## config.mk

```make
export PLATFORM = sky130hd
export DESIGN_NAME = ucsec_mode_ctrl
export DESIGN_NICKNAME = d
export VERILOG_FILES = /design/src/rtl/smc_pkg.sv /design/src/rtl/smc_load_track.sv /design/src/rtl/smc_mode_fsm.sv /design/src/rtl/smc_wp_gate.sv /design/src/rtl/ucsec_mode_ctrl.sv
export SDC_FILE = /design/constraint.sdc
export NUM_CORES = 1
export LEC_CHECK = 0
export BUFFER_PORTS_ARGS = -buffer_cell sky130_fd_sc_hd__buf_2
export CAP_MARGIN = 20
export CORE_ASPECT_RATIO = 1.5
export CORE_MARGIN = 3
export CORE_UTILIZATION = 38
export DETAILED_ROUTE_END_ITERATION = 7
export PLACE_DENSITY_LB_ADDON = 0.12
export SYNTH_ARGS = -nofsm -noshare
export SYNTH_HDL_FRONTEND = slang
export SYNTH_SLANG_ARGS = --single-unit
```

## constraint.sdc

```tcl
create_clock -name clk -period 1.9 [get_ports clk]
set_input_delay 0.19 -clock clk [delete_from_list [all_inputs] [get_ports clk]]
set_output_delay 0.19 -clock clk [all_outputs]
set_load 0.01 [all_outputs]
```

## src/rtl/smc_pkg.sv

```systemverilog
package smc_pkg;
  typedef enum logic [1:0] {MODE_NS = 2'b00, MODE_LS = 2'b01, MODE_HS = 2'b10} mode_e;
  typedef enum logic [1:0] {ST_NS, ST_PEND, ST_HS, ST_LS} st_e;

  localparam int OFF_TAG   = 0;
  localparam int OFF_SIG   = 4;
  localparam int OFF_LSREQ = 8;

  function automatic logic [1:0] st2mode(st_e s);
    case (s)
      ST_HS:   return MODE_HS;
      ST_LS:   return MODE_LS;
      default: return MODE_NS;
    endcase
  endfunction
endpackage

```

## src/rtl/smc_load_track.sv

```systemverilog
module smc_load_track #(
  parameter int ADDR_W = 4,
  parameter int DATA_W = 32,
  parameter int BLK_AW = 4
) (
  input  logic              clk,
  input  logic              rst,
  input  logic              wr_en,
  input  logic [ADDR_W-1:0] wr_addr,
  input  logic [DATA_W-1:0] wr_data,
  input  logic              lock,
  input  logic              clr,
  output logic              tag_vld,
  output logic              sig_vld,
  output logic [BLK_AW-1:0] tag_blk,
  output logic [DATA_W-1:0] sig_word
);
  import smc_pkg::*;

  logic hit_tag, hit_sig;
  assign hit_tag = wr_en && !lock && (wr_addr == ADDR_W'(OFF_TAG));
  assign hit_sig = wr_en && !lock && (wr_addr == ADDR_W'(OFF_SIG));

  always_ff @(posedge clk) begin
    if (rst) begin
      tag_vld  <= 1'b0;
      sig_vld  <= 1'b0;
      tag_blk  <= '0;
      sig_word <= '0;
    end else if (clr) begin
      tag_vld <= 1'b0;
      sig_vld <= 1'b0;
    end else begin
      if (hit_tag) begin
        tag_vld <= 1'b1;
        sig_vld <= 1'b0;
        tag_blk <= wr_data[BLK_AW-1:0];
      end else if (hit_sig && tag_vld) begin
        sig_vld  <= 1'b1;
        sig_word <= wr_data;
      end
    end
  end

  // a signature only becomes valid on top of an existing tag
  assert_sig_order_R2: assert property (@(posedge clk) disable iff (rst)
    $rose(sig_vld) |-> $past(tag_vld));

  // locked writes leave the held tag and signature alone
  assert_locked_hold_R7: assert property (@(posedge clk) disable iff (rst)
    (wr_en && lock && !clr) |=> ($stable(tag_blk) && $stable(sig_word)));
endmodule

```

## src/rtl/smc_mode_fsm.sv

```systemverilog
module smc_mode_fsm (
  input  logic       clk,
  input  logic       rst,
  input  logic       start,
  input  logic       halt,
  input  logic       chk_valid,
  input  logic       chk_pass,
  input  logic       ls_req,
  input  logic       tag_vld,
  input  logic       sig_vld,
  output logic [1:0] mode,
  output logic       pending,
  output logic       wp_en,
  output logic       chk_start,
  output logic       lock,
  output logic       seq_clr
);
  import smc_pkg::*;

  st_e  state_q, state_d;
  logic armed;

  assign armed = tag_vld && sig_vld;
  assign lock  = (state_q != ST_NS);

  always_comb begin
    state_d = state_q;
    seq_clr = 1'b0;
    if (halt) begin
      state_d = ST_NS;
      seq_clr = 1'b1;
    end else begin
      case (state_q)
        ST_NS: if (start) begin
          if (armed) state_d = ST_PEND;
          else       seq_clr = 1'b1;
        end
        ST_PEND: if (chk_valid) begin
          if (chk_pass) state_d = ST_HS;
          else begin
            state_d = ST_NS;
            seq_clr = 1'b1;
          end
        end
        ST_HS: if (ls_req) state_d = ST_LS;
        default: state_d = state_q;
      endcase
    end
  end

  always_ff @(posedge clk) begin
    if (rst) begin
      state_q   <= ST_NS;
      mode      <= MODE_NS;
      pending   <= 1'b0;
      wp_en     <= 1'b0;
      chk_start <= 1'b0;
    end else begin
      state_q   <= state_d;
      mode      <= st2mode(state_d);
      pending   <= (state_d == ST_PEND);
      wp_en     <= (state_d != ST_NS);
      chk_start <= (state_q == ST_NS) && (state_d == ST_PEND);
    end
  end

  // the unused encoding never appears
  always_comb assert_mode_legal_R1: assert (rst || mode != 2'b11);

  // pending is entered only from an armed start
  assert_pend_entry_R3: assert property (@(posedge clk) disable iff (rst)
    (state_q == ST_PEND && $past(state_q) != ST_PEND) |-> $past(start && tag_vld && sig_vld));

  // checker request is a single-cycle pulse
  assert_start_pulse_R3: assert property (@(posedge clk) disable iff (rst)
    chk_start |=> !chk_start);

  // heavy-secure only after a passing verdict
  assert_hs_entry_R5: assert property (@(posedge clk) disable iff (rst)
    (state_q == ST_HS && $past(state_q) != ST_HS) |-> $past(chk_valid && chk_pass && state_q == ST_PEND));

  // light-secure only out of heavy-secure
  assert_ls_entry_R6: assert property (@(posedge clk) disable iff (rst)
    (state_q == ST_LS && $past(state_q) != ST_LS) |-> $past(state_q == ST_HS && ls_req));

  // halt returns to non-secure and drops protection
  assert_halt_ns_R8: assert property (@(posedge clk) disable iff (rst)
    halt |=> (mode == MODE_NS && !wp_en && !pending));
endmodule

```

## src/rtl/smc_wp_gate.sv

```systemverilog
module smc_wp_gate #(
  parameter int IMEM_AW = 12,
  parameter int IMEM_DW = 32,
  parameter int BLK_AW  = 4
) (
  input  logic               clk,
  input  logic               rst,
  input  logic               wp_en,
  input  logic [BLK_AW-1:0]  prot_blk,
  input  logic               wr_en,
  input  logic [IMEM_AW-1:0] wr_addr,
  input  logic [IMEM_DW-1:0] wr_data,
  output logic               we_o,
  output logic [IMEM_AW-1:0] waddr_o,
  output logic [IMEM_DW-1:0] wdata_o
);
  localparam int BLK_LSB = IMEM_AW - BLK_AW;

  logic blk_hit;
  assign blk_hit = (wr_addr[IMEM_AW-1:BLK_LSB] == prot_blk);

  always_ff @(posedge clk) begin
    if (rst) begin
      we_o    <= 1'b0;
      waddr_o <= '0;
      wdata_o <= '0;
    end else begin
      we_o    <= wr_en && !(wp_en && blk_hit);
      waddr_o <= wr_addr;
      wdata_o <= wr_data;
    end
  end

  // protected block writes are dropped
  assert_wp_drop_R9: assert property (@(posedge clk) disable iff (rst)
    (wp_en && wr_en && wr_addr[IMEM_AW-1 -: BLK_AW] == prot_blk) |=> !we_o);

  // with no protection every write passes
  assert_wp_pass_R9: assert property (@(posedge clk) disable iff (rst)
    (wr_en && !wp_en) |=> (we_o && waddr_o == $past(wr_addr)));
endmodule

```

## src/rtl/ucsec_mode_ctrl.sv

```systemverilog
module ucsec_mode_ctrl #(
  parameter int ADDR_W  = 4,
  parameter int DATA_W  = 32,
  parameter int BLK_AW  = 4,
  parameter int IMEM_AW = 12,
  parameter int IMEM_DW = 32
) (
  input  logic               clk,
  input  logic               rst,
  input  logic               host_wr_en,
  input  logic [ADDR_W-1:0]  host_wr_addr,
  input  logic [DATA_W-1:0]  host_wr_data,
  input  logic               start,
  input  logic               halt,
  input  logic               core_ls_req,
  input  logic               chk_valid,
  input  logic               chk_pass,
  output logic               chk_start,
  output logic [DATA_W-1:0]  chk_sig,
  output logic [BLK_AW-1:0]  chk_blk,
  output logic [1:0]         mode,
  output logic               pending,
  output logic               wp_en,
  input  logic               imem_wr_en,
  input  logic [IMEM_AW-1:0] imem_wr_addr,
  input  logic [IMEM_DW-1:0] imem_wr_data,
  output logic               imem_we,
  output logic [IMEM_AW-1:0] imem_waddr,
  output logic [IMEM_DW-1:0] imem_wdata
);
  logic tag_vld, sig_vld, lock, seq_clr;

  smc_load_track #(.ADDR_W(ADDR_W), .DATA_W(DATA_W), .BLK_AW(BLK_AW)) u_track (
    .clk(clk), .rst(rst),
    .wr_en(host_wr_en), .wr_addr(host_wr_addr), .wr_data(host_wr_data),
    .lock(lock), .clr(seq_clr),
    .tag_vld(tag_vld), .sig_vld(sig_vld), .tag_blk(chk_blk), .sig_word(chk_sig)
  );

  smc_mode_fsm u_fsm (
    .clk(clk), .rst(rst), .start(start), .halt(halt),
    .chk_valid(chk_valid), .chk_pass(chk_pass), .ls_req(core_ls_req),
    .tag_vld(tag_vld), .sig_vld(sig_vld),
    .mode(mode), .pending(pending), .wp_en(wp_en), .chk_start(chk_start),
    .lock(lock), .seq_clr(seq_clr)
  );

  smc_wp_gate #(.IMEM_AW(IMEM_AW), .IMEM_DW(IMEM_DW), .BLK_AW(BLK_AW)) u_gate (
    .clk(clk), .rst(rst), .wp_en(wp_en), .prot_blk(chk_blk),
    .wr_en(imem_wr_en), .wr_addr(imem_wr_addr), .wr_data(imem_wr_data),
    .we_o(imem_we), .waddr_o(imem_waddr), .wdata_o(imem_wdata)
  );
endmodule

```

==> impl_metrics.toml <==
[route]
routedWlPerCell_um = 13.3
vias = 2716
antenna_left = 0
routed_wl_um = 7690
drcViolationCount = 0
drtIter0Drc = 85
firstDrtPassIters = 4
viasPerCell = 4.71

[yosys]
yosysWarnings = 0
synth_area_leaders = "dfxtp_1 59%, nor2b_1 9.3%, a21oi_1 6.1%, nand3_1 5.9%, o21ai_0 5.3%"
syn_area_um2 = 3030
synth_cells = 301
async_reset_ff_share_pct = 0
yosysTopAreaCell = "dfxtp_1"
synth-edff-count = 0
yosysSeqAreaShare_pct = 59.4
yosysTopAreaCellShare_pct = 59.4
ys_seq_elements = 90
synthFlopType = "dfxtp_1"
synth_nets = 390
synth.distinct_cells = 34
syn_area_per_cell_um2 = 10.1

[clock_tree]
cts_resized = 0
root_buffer = "clkbuf_16"
cts_made_buffers = 9
post_cts_buffers = 0
postCtsHoldBufs = 0
cts_tree = "yes"
htreeDepth = 3
cts_num_sinks = 90
insertion_delay_ns = 0.33
cts.clk_slew.worst_paths_ns = 0.06
clockBufferDepth = 2

[pwr]
p_int_mw = 3.09
switchingPower_mw = 0.837
power.share.clock_pct = 43.2
power_leakage_nw = 2.01
powerDensity_nw_per_um2 = 918
seqPwrFrac_pct = 49.6
p_comb_share_pct = 7.1
worst_ir_drop_vdd_uv = 576
switching_share_pct = 21.3

[floorplanning]
num_rows = 39
dieWidth_um = 79.0
top_level_ports = 175
core_um2 = 7710
start_util_pct = 39.4
dieHeight_um = 115
design.die.area_um2 = 9120

[final_layout]
fin_nets = 559
fill_cells = 738
mostFrequentLayoutCells = "174 x buf_2, 90 x dfxtp_1, 45 x nor2b_1, 37 x a21oi_1, 36 x nand3_1"
instances_no_fill = 577
drive_above_1_share_pct = 43.6
final_common_cell = "buf_2"
antennaDiodeCount = 0
syn_to_final_growth_pct = 40.8
fin_area_um2 = 4270

[critical_path]
worstPathMaxFanout = 22
crit_arrival_ns = 1.87
slowest_stage = "a311o_2"
criticalPathCategory = "flop to flop"
cp.required_ns = 2.10
path_cells = "nor2_2, a311o_2, buf_12, o21ai_0, a21oi_1"
startpoint_type = "flop"
crit_path_max_incr_delay_ns = 0.50
endpoint_kind = "flop"

[sta]
worst_pin_slew_ns = 0.565
maxSlewViolCount = 0
fmax_mhz = 599
fin_crit_sh_pct = 87.8
setup_viol = 0
tns_ns = 0
fin_skew_ns = 0.00588
hold_viol = 0
holdWs_ns = 0.0650
max_slew_margin_pct = 62.4
fin_crit_ns = 1.67
rsz0062_at_grt = "false"
setup_slack_ns = 0.231

[placed_design]
dp_slack_ns = 0.246
dp.cells = 561
placed_area_um2 = 3990
gp_congestion = 0.758
portBuffers = 174
hpwl_um = 5460

[status]
status = "complete, no violations"

[global_routing]
grt-ovfl-total = 0
grt_pass1_wl_um = 11700
grt_max_degree = 59
grt_pass1_vias = 2486
antenna_found_initial = 0
track_usage_pct = 16.5

[job]
drv_cap = 0

[min_path]
hp-class = "primary input to flop"
==> routing by layer <==
layer  vias to the layer above  share of wire [%]  global-route usage [%]
met5                         -                  0                       0
li1                       1362                  -                       -
met1                      1241                 38                    18.4
met2                       107                 50                    27.3
met3                         6                 11                    7.78
met4                         0                1.1                    6.19
==> per-stage QoR <==
step / power [mW] / util, %
after floorplan: 2.12 / -
after global placement: 2.27 / 51.7
after detailed placement: 2.27 / 51.7
after CTS: 3.98 / 55.4
after global routing: 4.09 / 55.4
final: 3.92 / 55.4
==> area by class of cell <==
type	count	area, um^2	share of cell area [%]
Sequential cell	90	1800	42.2
Multi-Input combinational cell	184	1090	25.5
Timing Repair Buffer	182	956	22.4
Clock buffer	10	229	5.36
Tap cell	102	128	2.99
Clock inverter	6	57.6	1.35
Inverter	3	11.3	0.264
==> worst max-delay path, delay by kind of cell (launching register included) <==
family / cells / cell delay (ns)
AND/OR/NAND/NOR: 1 / 0.12
flip-flops: 1 / 0.46
buffers and inverters: 1 / 0.20
AO/OA/AOI/OAI: 3 / 0.76
==> power by group through the flow <==
stage,Sequential [mW],Combinational [mW],Clock [mW]
after floorplan,2.02,0.0962,0
after global placement,1.99,0.280,0
after detailed placement,1.99,0.283,0
after CTS,1.95,0.284,1.75
after global routing,1.95,0.308,1.83
final,1.95,0.280,1.70
==> final timing paths <==
kind         slack [ns]             start  cells past startpoint              endpoint
min reg2reg        0.47       u_fsm.wp_en                      1           u_gate.we_o
min                0.06   imem_wr_data[6]                      2     u_gate.wdata_o[6]
max                0.23  u_fsm.state_q[1]                      5  u_track.sig_word[13]
max reg2reg        0.23  u_fsm.state_q[1]                      5  u_track.sig_word[13]
==> sequential cells by signal, indices dropped and copies added, names as in the netlist <==
signal,flops
u_track.sig_word,32
u_gate.wdata_o,32
u_gate.waddr_o,12
u_track.tag_vld,1
u_fsm.state_q,2
u_fsm.mode,2
u_fsm.wp_en,1
u_fsm.chk_start,1
u_track.sig_vld,1
u_track.tag_blk,4
u_gate.we_o,1
u_fsm.pending,1
==> cell usage after synthesis (4+ instances only) <==
master    instances
o21ai_0          32
a21oi_1          37
a21bo_2           4
nor2b_1          45
nand3_1          36
dfxtp_1          90
buf_6             5
clkbuf_1         12
==> logic make-up (layout without fill, tap and decap cells) <==
logic type             Yosys count  in the layout  synth area share, %
AO/OA/AOI/OAI                   79             79                 14.5
buffers and inverters           27            201                 5.07
XOR/XNOR                         4              4                 1.15
AND/OR/NAND/NOR                101            101                 19.9
flip-flops                      90             90                 59.4
Note: power is estimated with default switching activity, not from simulation.
